==> config.mk <==
export PLATFORM = sky130hd
export DESIGN_NAME = burst_write_seq
export DESIGN_NICKNAME = d
export VERILOG_FILES = /design/src/rtl/bws_pkg.sv /design/src/rtl/bws_cfg_regs.sv /design/src/rtl/bws_beat_ctrl.sv /design/src/rtl/bws_datapath.sv /design/src/rtl/burst_write_seq.sv
export SDC_FILE = /design/constraint.sdc
export NUM_CORES = 1
export LEC_CHECK = 0
export BUFFER_PORTS_ARGS = -buffer_cell sky130_fd_sc_hd__buf_2
export CORE_MARGIN = 2
export CORE_UTILIZATION = 52
export CTS_BUF_LIST = sky130_fd_sc_hd__clkbuf_16
export DETAILED_ROUTE_END_ITERATION = 10
export PLACE_DENSITY = 0.84
export RECOVER_POWER = 50
export SLEW_MARGIN = 20
export SYNTH_ARGS = -nofsm -noshare
export SYNTH_HDL_FRONTEND = slang
export SYNTH_SLANG_ARGS = --single-unit
==> constraint.sdc <==
create_clock -name clk -period 4.2 [get_ports clk]
set_input_delay 0.84 -clock clk [delete_from_list [all_inputs] [get_ports clk]]
set_output_delay 0.84 -clock clk [all_outputs]
set_load 0.005 [all_outputs]
==> src/rtl/bws_pkg.sv <==
// Shared types for the burst write sequencer.
package bws_pkg;
    typedef enum logic [1:0] {
        ST_IDLE,
        ST_LEAD,
        ST_BEAT,
        ST_DONE
    } bws_state_t;
endpackage

==> src/rtl/bws_cfg_regs.sv <==
// Timing configuration registers and decode.
// Holds the mode, format, share and field values. It turns them into an
// effective leadoff length and beat length, both in cycles.
// Assumes AUTO_LEAD > AUTO_BEAT and 1 <= AUTO_BEAT <= MAX_BEAT.
module bws_cfg_regs #(
    parameter int CNT_W     = 4,
    parameter int MAX_BEAT  = 4,
    parameter int AUTO_LEAD = 5,
    parameter int AUTO_BEAT = 2,
    localparam int TW       = CNT_W + 1
) (
    input  logic             clk,
    input  logic             rst_n,
    input  logic             cfg_load,
    input  logic             cfg_auto,
    input  logic             cfg_wait_fmt,
    input  logic             cfg_share,
    input  logic [CNT_W-1:0] cfg_lead,
    input  logic [CNT_W-1:0] cfg_wr_beat,
    input  logic [CNT_W-1:0] cfg_rd_beat,
    output logic [TW-1:0]    lead_cyc,
    output logic [TW-1:0]    beat_cyc
);
    localparam logic [CNT_W-1:0] SLOW_TOTAL = CNT_W'(MAX_BEAT);
    localparam logic [CNT_W-1:0] SLOW_WAIT  = CNT_W'(MAX_BEAT - 1);
    localparam logic [TW-1:0]    MAX_Y      = TW'(MAX_BEAT);

    logic             auto_q, fmt_q, share_q;
    logic [CNT_W-1:0] lead_q, wbeat_q, rbeat_q;
    logic [TW-1:0]    raw_y, man_y, man_x;
    logic [CNT_W-1:0] beat_src;

    // Register load: timing fields are locked in automatic mode.
    always_ff @(posedge clk) begin
        if (!rst_n) begin
            auto_q  <= 1'b1;
            fmt_q   <= 1'b0;
            share_q <= 1'b0;
            lead_q  <= CNT_W'(AUTO_LEAD);
            wbeat_q <= SLOW_TOTAL;
            rbeat_q <= SLOW_TOTAL;
        end else if (cfg_load) begin
            auto_q  <= cfg_auto;
            fmt_q   <= cfg_wait_fmt;
            share_q <= cfg_share;
            if (!cfg_auto) begin
                lead_q  <= cfg_lead;
                rbeat_q <= cfg_rd_beat;
                if (auto_q) begin
                    wbeat_q <= cfg_wait_fmt ? SLOW_WAIT : SLOW_TOTAL;
                end else begin
                    wbeat_q <= cfg_wr_beat;
                end
            end
        end
    end

    // Decode the stored fields into effective cycle counts.
    always_comb begin
        beat_src = share_q ? rbeat_q : wbeat_q;
        raw_y    = {1'b0, beat_src} + TW'(fmt_q);
        if (raw_y == '0) begin
            man_y = TW'(1);
        end else if (raw_y > MAX_Y) begin
            man_y = MAX_Y;
        end else begin
            man_y = raw_y;
        end
        if ({1'b0, lead_q} > man_y) begin
            man_x = {1'b0, lead_q};
        end else begin
            man_x = man_y + TW'(1);
        end
        lead_cyc = auto_q ? TW'(AUTO_LEAD) : man_x;
        beat_cyc = auto_q ? TW'(AUTO_BEAT) : man_y;
    end
endmodule

==> src/rtl/bws_beat_ctrl.sv <==
// Burst sequencing state machine.
// Accepts a request when idle and latches the effective timing. It counts
// the leadoff beat and then the remaining beats, strobes on the last cycle
// of each beat, and ends with a one-cycle done state.
// Assumes lead_cyc and beat_cyc are at least 1.
module bws_beat_ctrl
    import bws_pkg::*;
#(
    parameter int BEATS = 4,
    parameter int TW    = 5,
    localparam int IDX_W = $clog2(BEATS)
) (
    input  logic             clk,
    input  logic             rst_n,
    input  logic             req_valid,
    input  logic [TW-1:0]    lead_cyc,
    input  logic [TW-1:0]    beat_cyc,
    output logic             accept,
    output logic             req_ready,
    output logic             done,
    output logic             strobe,
    output logic             first,
    output logic [IDX_W-1:0] beat_idx
);
    localparam logic [IDX_W-1:0] LAST_IDX = IDX_W'(BEATS - 1);

    bws_state_t    state_q;
    logic [TW-1:0] cnt_q, lead_q, beat_q, limit;

    // Output and end-of-beat decode.
    always_comb begin
        limit     = (state_q == ST_LEAD) ? lead_q : beat_q;
        req_ready = (state_q == ST_IDLE);
        accept    = req_ready && req_valid;
        done      = (state_q == ST_DONE);
        first     = (state_q == ST_LEAD);
        strobe    = ((state_q == ST_LEAD) || (state_q == ST_BEAT)) && (cnt_q == limit);
    end

    // State, beat index and cycle counter.
    always_ff @(posedge clk) begin
        if (!rst_n) begin
            state_q  <= ST_IDLE;
            cnt_q    <= '0;
            lead_q   <= '0;
            beat_q   <= '0;
            beat_idx <= '0;
        end else begin
            case (state_q)
                ST_IDLE: begin
                    if (req_valid) begin
                        state_q  <= ST_LEAD;
                        cnt_q    <= TW'(1);
                        lead_q   <= lead_cyc;
                        beat_q   <= beat_cyc;
                        beat_idx <= '0;
                    end
                end
                ST_LEAD, ST_BEAT: begin
                    if (strobe) begin
                        if (beat_idx == LAST_IDX) begin
                            state_q <= ST_DONE;
                        end else begin
                            state_q  <= ST_BEAT;
                            beat_idx <= beat_idx + IDX_W'(1);
                            cnt_q    <= TW'(1);
                        end
                    end else begin
                        cnt_q <= cnt_q + TW'(1);
                    end
                end
                default: state_q <= ST_IDLE;
            endcase
        end
    end
endmodule

==> src/rtl/bws_datapath.sv <==
// Line capture and beat selection.
// Latches the aligned base address and the line at acceptance. It forms
// each beat address by inserting the beat index above the byte offset and
// picks the matching data slice.
// Assumes BEAT_W/8 and BEATS are powers of two.
module bws_datapath #(
    parameter int ADDR_W = 32,
    parameter int BEAT_W = 64,
    parameter int BEATS  = 4,
    localparam int IDX_W  = $clog2(BEATS),
    localparam int BYTE_W = $clog2(BEAT_W / 8),
    localparam int OFF_W  = IDX_W + BYTE_W,
    localparam int LINE_W = BEAT_W * BEATS
) (
    input  logic              clk,
    input  logic              rst_n,
    input  logic              accept,
    input  logic [ADDR_W-1:0] req_addr,
    input  logic [LINE_W-1:0] req_data,
    input  logic [IDX_W-1:0]  beat_idx,
    output logic [ADDR_W-1:0] mem_addr,
    output logic [BEAT_W-1:0] mem_data
);
    localparam logic [ADDR_W-1:0] OFF_MASK = ADDR_W'((1 << OFF_W) - 1);

    logic [ADDR_W-1:0] base_q;
    logic [LINE_W-1:0] line_q;
    logic [BEAT_W-1:0] slices [BEATS];

    // Capture the aligned base and the line on acceptance.
    always_ff @(posedge clk) begin
        if (!rst_n) begin
            base_q <= '0;
            line_q <= '0;
        end else if (accept) begin
            base_q <= req_addr & ~OFF_MASK;
            line_q <= req_data;
        end
    end

    for (genvar g = 0; g < BEATS; g++) begin : g_slice
        assign slices[g] = line_q[g*BEAT_W +: BEAT_W];
    end

    // Beat address and data selection.
    always_comb begin
        mem_addr = base_q | ADDR_W'({beat_idx, {BYTE_W{1'b0}}});
        mem_data = slices[beat_idx];
    end
endmodule

==> src/rtl/burst_write_seq.sv <==
// Top level of the burst write sequencer.
// Connects the configuration decode, the beat controller and the line
// datapath. It assumes a request is held with valid data until req_ready
// is seen high at a clock edge.
module burst_write_seq #(
    parameter int ADDR_W    = 32,
    parameter int BEAT_W    = 64,
    parameter int BEATS     = 4,
    parameter int CNT_W     = 4,
    parameter int MAX_BEAT  = 4,
    parameter int AUTO_LEAD = 5,
    parameter int AUTO_BEAT = 2,
    localparam int LINE_W   = BEAT_W * BEATS,
    localparam int TW       = CNT_W + 1,
    localparam int IDX_W    = $clog2(BEATS)
) (
    input  logic              clk,
    input  logic              rst_n,
    input  logic              cfg_load,
    input  logic              cfg_auto,
    input  logic              cfg_wait_fmt,
    input  logic              cfg_share,
    input  logic [CNT_W-1:0]  cfg_lead,
    input  logic [CNT_W-1:0]  cfg_wr_beat,
    input  logic [CNT_W-1:0]  cfg_rd_beat,
    input  logic              req_valid,
    output logic              req_ready,
    input  logic [ADDR_W-1:0] req_addr,
    input  logic [LINE_W-1:0] req_data,
    output logic              done,
    output logic              mem_we,
    output logic              mem_first,
    output logic [ADDR_W-1:0] mem_addr,
    output logic [BEAT_W-1:0] mem_data
);
    logic [TW-1:0]    lead_cyc, beat_cyc;
    logic             accept;
    logic [IDX_W-1:0] beat_idx;

    bws_cfg_regs #(
        .CNT_W(CNT_W), .MAX_BEAT(MAX_BEAT),
        .AUTO_LEAD(AUTO_LEAD), .AUTO_BEAT(AUTO_BEAT)
    ) u_cfg (
        .clk(clk), .rst_n(rst_n), .cfg_load(cfg_load), .cfg_auto(cfg_auto),
        .cfg_wait_fmt(cfg_wait_fmt), .cfg_share(cfg_share), .cfg_lead(cfg_lead),
        .cfg_wr_beat(cfg_wr_beat), .cfg_rd_beat(cfg_rd_beat),
        .lead_cyc(lead_cyc), .beat_cyc(beat_cyc)
    );

    bws_beat_ctrl #(.BEATS(BEATS), .TW(TW)) u_ctrl (
        .clk(clk), .rst_n(rst_n), .req_valid(req_valid),
        .lead_cyc(lead_cyc), .beat_cyc(beat_cyc), .accept(accept),
        .req_ready(req_ready), .done(done), .strobe(mem_we),
        .first(mem_first), .beat_idx(beat_idx)
    );

    bws_datapath #(.ADDR_W(ADDR_W), .BEAT_W(BEAT_W), .BEATS(BEATS)) u_dp (
        .clk(clk), .rst_n(rst_n), .accept(accept), .req_addr(req_addr),
        .req_data(req_data), .beat_idx(beat_idx),
        .mem_addr(mem_addr), .mem_data(mem_data)
    );
endmodule

==> reports/results.ini <==
[outcome]
status=finished, violations left
violations=max-capacitance violations, max-slew violations

[clock_network]
cts_sinks=317
cts_tree=done
clock_latency_ps=500
cts_hold_buf=0
numCtsBuffers=34
cts-resized-gates=0
cts_max_level=2
clk_pin_slew_worst_paths_ps=60
cts_setup_buffers=0
root_buffer=clkbuf_16
cts_buffer_depth=3

[synthesis]
synthTopCellsByArea=dfxtp_1 46%, nand2_1 16%, a21boi_0 16%
synth-seq-cells=317
yosysTopAreaCellShare_pct=46.38
syn_area_per_cell_um2=8.972
synth_top_flop_cell=dfxtp_1
yosys.area.top_type=dfxtp_1
async_flop_share_pct=0
synth_warnings=0
yosysMostFrequentCell=nand2_1
syn_area_um2=13680
synth.distinct_cells=44
syn_inst=1525
synth-seq-area-share_pct=46.38
synth-edff-count=0
synth_common_cells=592 x nand2_1, 317 x dfxtp_1, 290 x a21boi_0

[die]
initial_core_util_pct=52.80
die_w_um=166.2
die_y_um=166.2
core_area_um2=25910
io_pins=407
num_rows=59
dieArea_um2=27620

[finish]
layout-drive-gt1-share_pct=27.96
final_core_util_pct=65.26
fill_cells=2129
regArea_um2=6354
area_growth_pct=23.58
multi_input_area_um2=6818
finalNetCount=2170

[global_route]
grt_pass1_vias=11380
antenna_found_initial=17
grt_pass1_wl_um=56800
grt_overflow=0
grt_max_degree=163
grt.total_usage_pct=24.88

[place]
hpwlAfterDp_um=24300
port_buffers=398
dp_slack_ps=917.5
place_congestion=0.8374

[routing]
wire_per_inst_um=15.99
drtPass1Iterations=5
drt_iter0_drc=930
drt-total-wl_um=35510
num_vias=11790
drc=0
viasPerCell=5.307
antenna_left=0

[worst_hold_path]
worstHoldPathType=flip-flop to flip-flop
hold_depth=2

[critical_path]
endpoint_kind=flip-flop
crit_chain=clkbuf_2, clkbuf_2, a21boi_0
crit_arrival_ps=3890
cpPeakStageDelay_ps=1860
crit_slowest_cell=clkbuf_2
worstSetupPathType=input port to flip-flop
start_kind=input port
rr_worst_depth=14
cpMostUsedCell=clkbuf_2
r2r_slack_ps=920
required_ps=4610
path_max_fanout=162

[sta]
fmax_mhz=287.4
grt_setup_unrepaired=false
fin_crit_ps=3479
post-route-period-util_pct=82.84
slew_viol_final=162
hold_violations=0
setup_tns_ps=0
finClkSkew_ps=14.32
worst_slack_ps=720.9
slew_headroom_pct=-81.30
setup_viol=0
tightest_slew_ps=2719

[pwr]
p_total_mw=9.023
p_leak_nw=7.011
ir_drop_mv=0.8141
power_density_nw_per_um2=533.7

[flow_run]
cap_violations=1

==> cell usage in the layout (no fill, tap or decap), types with 2 or more instances in the layout <==
master / synthesis / routed
o211ai_1: 5 / 5
inv_1: 10 / 17
mux2i_1: 11 / 11
buf_4: 3 / 5
a22oi_1: 2 / 2
nand2_1: 592 / 591
dfxtp_1: 317 / 315
buf_2: 7 / 384
diode_2: 0 / 12
clkbuf_16: 0 / 37
nor2_1: 8 / 8
a21boi_0: 290 / 290
nand2b_1: 5 / 5
clkbuf_2: 1 / 3
bufinv_16: 0 / 2
conb_1: 2 / 4
a21oi_1: 10 / 10
buf_12: 0 / 8
a31oi_1: 3 / 3
a21o_1: 2 / 2
mux4_2: 64 / 64
mux2_2: 4 / 4
clkinv_1: 0 / 10
o21ai_0: 11 / 11
nand4_1: 5 / 5
nand3b_1: 2 / 2
and3_1: 3 / 3
clkinv_2: 0 / 2
ha_1: 12 / 12
clkbuf_1: 107 / 13
nor2b_1: 8 / 8
nand3_1: 11 / 11
xnor2_1: 7 / 7
dfxtp_4: 0 / 2
==> power by group <==
part,internal [mW],total [mW],switching [mW]
logic,1.02,2.40,1.38
registers,3.50,3.78,0.279
clock network,1.70,2.85,1.15
==> state kept, by name (all words and copies together), names as in the netlist <==
name and flops:
u_ctrl.state_q 2, u_ctrl.beat_idx 2, u_cfg.fmt_q 1, u_dp.base_q 27
u_cfg.auto_q 1, u_ctrl.cnt_q 5, u_cfg.share_q 1, u_ctrl.beat_q 5
u_ctrl.lead_q 5, u_cfg.lead_q 4, u_cfg.wbeat_q 4, u_dp.line_q 256
u_cfg.rbeat_q 4
==> critical path, delay by kind of cell <==
kind | cells | cell delay [ps]
compound gates | 1 | 290
buf+inv | 2 | 2710
==> path summary, 6_finish.rpt <==
check,startpoint,to
max,rst_n,u_dp.line_q[48]
min,u_dp.line_q[247],u_dp.line_q[247]
max reg2reg,u_cfg.share_q,u_ctrl.lead_q[1]
min reg2reg,u_dp.line_q[247],u_dp.line_q[247]
==> final cells by class <==
class,count,share of cell area [%]
Sequential cell,317,37.58
Antenna cell,12,0.1776
Multi-Input combinational cell,1075,40.32
Clock buffer,37,5.476
Inverter,10,0.2220
Tap cell,335,2.479
Clock inverter,22,0.8362
Timing Repair Buffer,413,12.91
==> kinds of logic (layout without fill, tap and decap cells) <==
family | Yosys count | after routing | synth area share (%)
xor gates and xnor gates | 7 | 7 | 0.4481
adders and majority gates | 12 | 12 | 1.097
AOI/OAI and AO/OA | 331 | 331 | 18.04
and+or+nand+nor | 642 | 642 | 18.39
other | 2 | 16 | 0.05489
buffers and inverters | 135 | 482 | 3.914
muxes | 79 | 79 | 11.67
DFF | 317 | 317 | 46.38
==> metrics by stage <==
| stage | hold WS (ps) | area, um^2 | cells |
|---|---|---|---|
| after floorplan | 440.0 | 13690 | 1527 |
| after detailed placement | 454.1 | 15840 | 2150 |
| final | 460.1 | 16910 | 2221 |
| after global placement | 446.9 | 15840 | 2150 |
| after CTS | 462.2 | 16910 | 2209 |
| after global routing | 478.8 | 16910 | 2220 |
==> layer usage <==
metal	wire length [um]	vias to the layer above	track usage, %
li1	-	5759	-
met1	14450	5465	30.88
met2	17190	428	41.82
met3	2255	125	4.886
met4	1540	10	11.80
met5	68	-	0
Note: power is estimated with default switching activity, not from simulation.
